<file path="config.mk">
export PLATFORM = sky130hd
export DESIGN_NAME = issue_queue_tagwake
export DESIGN_NICKNAME = d
export VERILOG_FILES = /design/src/rtl/iq_pkg.sv /design/src/rtl/iq_free_pick.sv /design/src/rtl/iq_tag_cam.sv /design/src/rtl/iq_age_select.sv /design/src/rtl/issue_queue_tagwake.sv
export SDC_FILE = /design/constraint.sdc
export NUM_CORES = 1
export LEC_CHECK = 0
export BUFFER_PORTS_ARGS = -buffer_cell sky130_fd_sc_hd__clkbuf_2
export CAP_MARGIN = 20
export CORE_UTILIZATION = 63
export CTS_BUF_LIST = sky130_fd_sc_hd__clkbuf_16
export CTS_CLUSTER_DIAMETER = 60
export DETAILED_ROUTE_END_ITERATION = 12
export PLACE_DENSITY = 0.8
export SYNTH_ARGS = -nofsm -noshare
export SYNTH_HDL_FRONTEND = slang
export SYNTH_HIERARCHICAL = 1
export SYNTH_SLANG_ARGS = --single-unit
</file>
<file path="constraint.sdc">
create_clock -name clk -period 15.85 [get_ports clk]
set_clock_uncertainty 0.05 [all_clocks]
set_input_delay 3.17 -clock clk [delete_from_list [all_inputs] [get_ports clk]]
set_output_delay 3.17 -clock clk [all_outputs]
set_load 0.02 [all_outputs]
</file>
<file path="src/rtl/iq_pkg.sv">
package iq_pkg;
  localparam int unsigned IQ_DEPTH_DEF = 8;
  localparam int unsigned IQ_TAG_W_DEF = 6;
  localparam int unsigned IQ_OP_W_DEF  = 8;
endpackage

</file>
<file path="src/rtl/iq_free_pick.sv">
module iq_free_pick #(
  parameter int unsigned DEPTH = iq_pkg::IQ_DEPTH_DEF
) (
  input  logic [DEPTH-1:0] busy,
  output logic [DEPTH-1:0] pick_oh,
  output logic             any_free
);
  // lowest-index empty slot receives the next entry
  always_comb begin
    pick_oh  = '0;
    any_free = 1'b0;
    for (int i = 0; i < int'(DEPTH); i++) begin
      if (!busy[i] && !any_free) begin
        pick_oh[i] = 1'b1;
        any_free   = 1'b1;
      end
    end
  end
endmodule

</file>
<file path="src/rtl/iq_tag_cam.sv">
module iq_tag_cam #(
  parameter int unsigned DEPTH = iq_pkg::IQ_DEPTH_DEF,
  parameter int unsigned TAG_W = iq_pkg::IQ_TAG_W_DEF
) (
  input  logic [DEPTH-1:0][TAG_W-1:0] tags,
  input  logic [DEPTH-1:0]            pending,
  input  logic                        wake_valid,
  input  logic [TAG_W-1:0]            wake_tag,
  output logic [DEPTH-1:0]            hit
);
  // one comparator per slot, only waiting sources can match
  for (genvar g = 0; g < int'(DEPTH); g++) begin : g_cmp
    assign hit[g] = wake_valid & pending[g] & (tags[g] == wake_tag);
  end
endmodule

</file>
<file path="src/rtl/iq_age_select.sv">
module iq_age_select #(
  parameter int unsigned DEPTH = iq_pkg::IQ_DEPTH_DEF,
  localparam int unsigned AGE_W = (DEPTH > 1) ? $clog2(DEPTH) : 1
) (
  input  logic                        clk,
  input  logic                        rst_n,
  input  logic [DEPTH-1:0]            req,
  input  logic [DEPTH-1:0][AGE_W-1:0] age,
  output logic [DEPTH-1:0]            grant,
  output logic [AGE_W-1:0]            idx,
  output logic                        any
);
  logic [AGE_W-1:0] best;
  logic [DEPTH-1:0] older_req;

  // smallest age wins; strict compare keeps the lowest index on a tie
  always_comb begin
    any  = 1'b0;
    best = '0;
    idx  = '0;
    for (int i = 0; i < int'(DEPTH); i++) begin
      if (req[i] && (!any || age[i] < best)) begin
        any  = 1'b1;
        best = age[i];
        idx  = AGE_W'(i);
      end
    end
    grant = '0;
    if (any) grant[idx] = 1'b1;
  end

  for (genvar g = 0; g < int'(DEPTH); g++) begin : g_older
    assign older_req[g] = req[g] && (age[g] < age[idx]);
  end

  assert_grant_onehot_R5: assert property (@(posedge clk) disable iff (!rst_n)
    $onehot0(grant));
  assert_grant_is_ready_R4: assert property (@(posedge clk) disable iff (!rst_n)
    (grant & ~req) == '0);
  assert_oldest_wins_R5: assert property (@(posedge clk) disable iff (!rst_n)
    any |-> (older_req == '0));
endmodule

</file>
<file path="src/rtl/issue_queue_tagwake.sv">
module issue_queue_tagwake #(
  parameter int unsigned DEPTH = iq_pkg::IQ_DEPTH_DEF,
  parameter int unsigned TAG_W = iq_pkg::IQ_TAG_W_DEF,
  parameter int unsigned OP_W  = iq_pkg::IQ_OP_W_DEF
) (
  input  logic             clk,
  input  logic             rst_n,
  input  logic             flush,
  input  logic             alloc_valid,
  output logic             alloc_ready,
  input  logic [OP_W-1:0]  alloc_op,
  input  logic [TAG_W-1:0] alloc_tag_a,
  input  logic             alloc_rdy_a,
  input  logic [TAG_W-1:0] alloc_tag_b,
  input  logic             alloc_rdy_b,
  input  logic             wake_valid,
  input  logic [TAG_W-1:0] wake_tag,
  output logic             issue_valid,
  input  logic             issue_ready,
  output logic [OP_W-1:0]  issue_op,
  output logic [TAG_W-1:0] issue_tag_a,
  output logic [TAG_W-1:0] issue_tag_b,
  output logic             full
);
  localparam int unsigned AGE_W = (DEPTH > 1) ? $clog2(DEPTH) : 1;
  localparam int unsigned CNT_W = $clog2(DEPTH + 1);

  logic [DEPTH-1:0]            vld, rdy_a, rdy_b;
  logic [DEPTH-1:0][AGE_W-1:0] age;
  logic [DEPTH-1:0][OP_W-1:0]  op_q;
  logic [DEPTH-1:0][TAG_W-1:0] tag_a_q, tag_b_q;

  logic [DEPTH-1:0] hit_a, hit_b, req, grant, alloc_oh;
  logic [AGE_W-1:0] sel_idx, new_age;
  logic             sel_any, any_free, alloc_fire, issue_fire;
  logic             in_rdy_a, in_rdy_b;
  logic [CNT_W-1:0] count;

  iq_free_pick #(.DEPTH(DEPTH)) u_free (
    .busy(vld), .pick_oh(alloc_oh), .any_free(any_free));

  iq_tag_cam #(.DEPTH(DEPTH), .TAG_W(TAG_W)) u_cam_a (
    .tags(tag_a_q), .pending(vld & ~rdy_a), .wake_valid(wake_valid),
    .wake_tag(wake_tag), .hit(hit_a));

  iq_tag_cam #(.DEPTH(DEPTH), .TAG_W(TAG_W)) u_cam_b (
    .tags(tag_b_q), .pending(vld & ~rdy_b), .wake_valid(wake_valid),
    .wake_tag(wake_tag), .hit(hit_b));

  assign req = vld & rdy_a & rdy_b;

  iq_age_select #(.DEPTH(DEPTH)) u_sel (
    .clk(clk), .rst_n(rst_n), .req(req), .age(age),
    .grant(grant), .idx(sel_idx), .any(sel_any));

  always_comb begin
    count = '0;
    for (int i = 0; i < int'(DEPTH); i++) count = count + CNT_W'(vld[i]);
  end

  assign full        = ~any_free;
  assign alloc_ready = any_free;
  assign alloc_fire  = alloc_valid & any_free & ~flush;
  assign issue_valid = sel_any & ~flush;
  assign issue_fire  = issue_valid & issue_ready;
  assign issue_op    = op_q[sel_idx];
  assign issue_tag_a = tag_a_q[sel_idx];
  assign issue_tag_b = tag_b_q[sel_idx];

  // incoming sources also see this cycle's broadcast
  assign in_rdy_a = alloc_rdy_a | (wake_valid & (alloc_tag_a == wake_tag));
  assign in_rdy_b = alloc_rdy_b | (wake_valid & (alloc_tag_b == wake_tag));
  // new entry is youngest among those that remain after this edge
  assign new_age  = AGE_W'(count - CNT_W'(issue_fire));

  always_ff @(posedge clk or negedge rst_n) begin
    if (!rst_n) begin
      vld     <= '0;
      rdy_a   <= '0;
      rdy_b   <= '0;
      age     <= '0;
      op_q    <= '0;
      tag_a_q <= '0;
      tag_b_q <= '0;
    end else if (flush) begin
      vld <= '0;
    end else begin
      for (int i = 0; i < int'(DEPTH); i++) begin
        if (issue_fire && grant[i]) begin
          vld[i] <= 1'b0;
        end else if (vld[i]) begin
          if (hit_a[i]) rdy_a[i] <= 1'b1;
          if (hit_b[i]) rdy_b[i] <= 1'b1;
          if (issue_fire && (age[i] > age[sel_idx])) age[i] <= age[i] - 1'b1;
        end else if (alloc_fire && alloc_oh[i]) begin
          vld[i]     <= 1'b1;
          op_q[i]    <= alloc_op;
          tag_a_q[i] <= alloc_tag_a;
          tag_b_q[i] <= alloc_tag_b;
          rdy_a[i]   <= in_rdy_a;
          rdy_b[i]   <= in_rdy_b;
          age[i]     <= new_age;
        end
      end
    end
  end

  assert_no_overflow_R2: assert property (@(posedge clk) disable iff (!rst_n)
    (alloc_fire && !issue_fire) |=> (count == $past(count) + CNT_W'(1)));
  assert_issue_hold_R7: assert property (@(posedge clk) disable iff (!rst_n)
    (issue_valid && !issue_ready) |=> (issue_valid || flush));
  assert_flush_empty_R9: assert property (@(posedge clk) disable iff (!rst_n)
    flush |=> (count == '0));
  assert_issue_drains_R10: assert property (@(posedge clk) disable iff (!rst_n)
    (issue_fire && !alloc_fire && !flush) |=> (count == $past(count) - CNT_W'(1)));

  for (genvar g = 0; g < int'(DEPTH); g++) begin : g_chk
    assert_ready_sticky_R3: assert property (@(posedge clk) disable iff (!rst_n)
      (vld[g] && rdy_a[g] && rdy_b[g] && !flush && !(issue_fire && grant[g]))
        |=> (vld[g] && rdy_a[g] && rdy_b[g]));
  end
endmodule

</file>
==> flow_summary.toml <==
[hold_path]
hp-start = "op_q[30]"
hold_end = "op_q[30]"
hold_depth = 1
holdCritPathClass = "flop to flop"

[setup_path]
end_kind = "output pin"
path_common_cell = "ha_1"
cp-start-kind = "flop"
reg2regPathDepth = 49
critPathRequiredTime_ns = 12.63
r2r_end = "age[3]"
max_stage_delay_ns = 0.52
path_max_fanout = 46
crit_slowest_cell = "o41a_2"
worstPathArrival_ns = 11.95
regToRegStartpoint = "vld[0]"
worst-setup-path-type = "flop to output pin"
ff2ff_setup_slack_ns = 2.56

[final_layout]
post-route-util_pct = 69.5
drive_above_1_share_pct = 20.2
final_nets = 1366
n_antenna_cell = 0
area_delta_synth_final_pct = 7.85
fin_cells = 1575

[timing]
setup_tns_ns = 0
rsz0062_at_grt = "false"
fin_crit_ns = 15.17
period_share_pct = 95.7
fmax_ghz = 0.0659
hold_ws_ns = 0.436
worst_slew_pin_slew_ns = 1.11
finalSetupViolCount = 0
final_hold_viol_count = 0
slew_viol_final = 0
maxSlewHeadroom_pct = 24.1

[placement]
dp.cells = 1533
io_buffers = 56
hpwl_um = 24500
gp_congestion = 0.931

[grt]
grt_max_degree = 120
grt_pass1_wl_um = 59000
grt_pass1_vias = 10700
grt_use_total_pct = 33.4
grt-ovfl-total = 0
antenna_found_initial = 0

[logic_synthesis]
synth_edf_count = 0
synth_nets = 1360
synthCells = 1273
async_reset_ff_share_pct = 100
yosysWarningCount = 6
post_synth.cell_area_avg_sq_um = 11.1
synth_ff_type = "dfrtp_1"
syn_area_sq_um = 14100
synth-seq-area-share_pct = 36.9
ys_seq_elements = 208
synth_cell_types = 85

[route]
vias_per_cell = 6.89
drc = 0
first_pass_iters = 7
vias = 10800
drt_wl_total_um = 37100
avgRoutedWirePerCell_um = 23.6
drtIter0Drc = 985
ant_nets = 0

[clocking]
hold_buffers = 0
clk_latency_ns = 0.52
clkTransAtPathRegs_ns = 0.06
numCtsBuffers = 23
clock_sink_count = 208
clock_path_buffers = 3
cts_root_buffer = "clkbuf_16"
cts_tree = "yes"
ctsHtreeMaxLevel = 1

[run_status]
status = "complete, no violations"

[floorplanning]
die_y_um = 152
dieArea_sq_um = 23000
chipWidth_um = 152
row_count = 54
core_region_area_sq_um = 21900
start_util_pct = 64.5
ios = 57

[power]
power.leakage_nw = 6.62
power_mw = 1.60
max-vdd-ir-drop_mv = 0.0971
p_per_area_nw_per_um2 = 105

[flow_run]
maxCapViolCount = 0
-- cells by family after synthesis --
| family | count (synthesis) | synth area share (%) |
|---|---|---|
| compound gates | 205 | 10.9 |
| xor+xnor | 109 | 6.86 |
| fa+ha+maj | 53 | 4.96 |
| buf+inv | 152 | 5.60 |
| flops | 208 | 36.9 |
| mux | 241 | 22.8 |
| simple gates | 305 | 12.0 |
-- routing by layer --
metal  track usage (%)  vias up  wire (um)
li1                  -     4764          -
met1              44.4     5472      15200
met2              54.2      486      17800
met3              4.85      125       2450
met4              15.8        0       1660
met5                 0        -          0
-- critical path, delay by kind of cell (launching register included) --
| family | cells | cell delay [ns] |
|---|---|---|
| AOI/OAI and AO/OA | 22 | 5.02 |
| adders and majority gates | 7 | 2.17 |
| muxes | 5 | 1.72 |
| and+or+nand+nor | 7 | 1.42 |
| buffers and inverters | 4 | 0.59 |
| DFF | 1 | 0.51 |
-- flip-flops by register name (all words and copies together), names as in the netlist --
register and count:
tag_b_q 48, rdy_a 8, tag_a_q 48, age 24
rdy_b 8, vld 8, op_q 64
-- metrics by stage --
stage                     worst slack (ns)  cell area [sq um]
final                                0.684              15200
after global routing               0.00419              15200
after CTS                            0.174              15200
after detailed placement             0.774              14400
after global placement                1.09              14400
after floorplan                       2.19              14100
-- cell type report --
type | instances | area, sq um
multi-input combinational | 913 | 8160
fill | 1568 | 6670
sequential | 208 | 5210
clock buffer | 23 | 576
timing repair buffer | 77 | 499
tap | 280 | 350
clock inverter | 18 | 220
inverter | 56 | 210
-- how the worst max path moves through the flow --
stage	from	endpoint	slack, ns	cells after the start
after global placement	vld[0]	issue_tag_b[2]	1.09	44
after floorplan	vld[0]	issue_tag_a[0]	2.19	47
after detailed placement	vld[0]	issue_tag_b[2]	0.77	44
after CTS	vld[0]	issue_tag_a[4]	0.17	44
final	vld[0]	issue_tag_a[4]	0.68	45
after global routing	vld[0]	issue_tag_a[4]	0.004	47
-- timing repair --
action	in CTS	in global routing
gates resized for setup	0	7
setup buffers	0	0
setup endpoints to repair	0	20
-- cell usage after synthesis, types with 13 or more instances --
library cell,number,area (sq um)
a21oi_1,38,190
a311oi_1,18,158
a31oi_1,24,150
and3_1,21,131
buf_2,33,165
buf_4,21,158
buf_6,13,146
clkbuf_1,20,75.1
dfrtp_1,208,5200
ha_1,48,601
inv_1,53,199
mux2_1,124,1400
mux2_2,60,676
mux4_2,46,1040
nand2_1,34,128
nand2b_1,14,87.6
nand3_1,61,305
nor2_1,52,195
nor3_1,36,180
nor4_1,19,119
o21ai_0,13,65.1
xnor2_1,70,613
xor2_1,38,333
-- cells in the final DEF, fill, tap and decap left out, types with 7 or more instances in the layout --
cell	synthesis	routed
dfrtp_1	208	207
mux2_1	124	124
xnor2_1	70	70
nand3_1	61	61
mux2_2	60	60
inv_1	53	58
clkbuf_2	2	55
nor2_1	52	48
ha_1	48	48
mux4_2	46	46
a21oi_1	38	38
xor2_1	38	38
nor3_1	36	36
nand2_1	34	34
a31oi_1	24	24
clkbuf_16	0	23
and3_1	21	20
nor4_1	19	19
a311oi_1	18	18
buf_4	21	18
nand2b_1	14	14
o21a_1	11	11
mux2i_1	11	11
nand3b_1	11	11
o22ai_1	11	11
o21ai_0	13	11
nor4_2	9	9
a211oi_1	8	8
nor3b_1	7	7
nand4_1	7	7
-- report_power, final --
group	internal, mW	leakage (nW)	switching (mW)
Clock	0.346	0.405	0.221
Combinational	0.174	3.45	0.217
Sequential	0.583	2.77	0.0545
(Power assumes the default switching activity.)
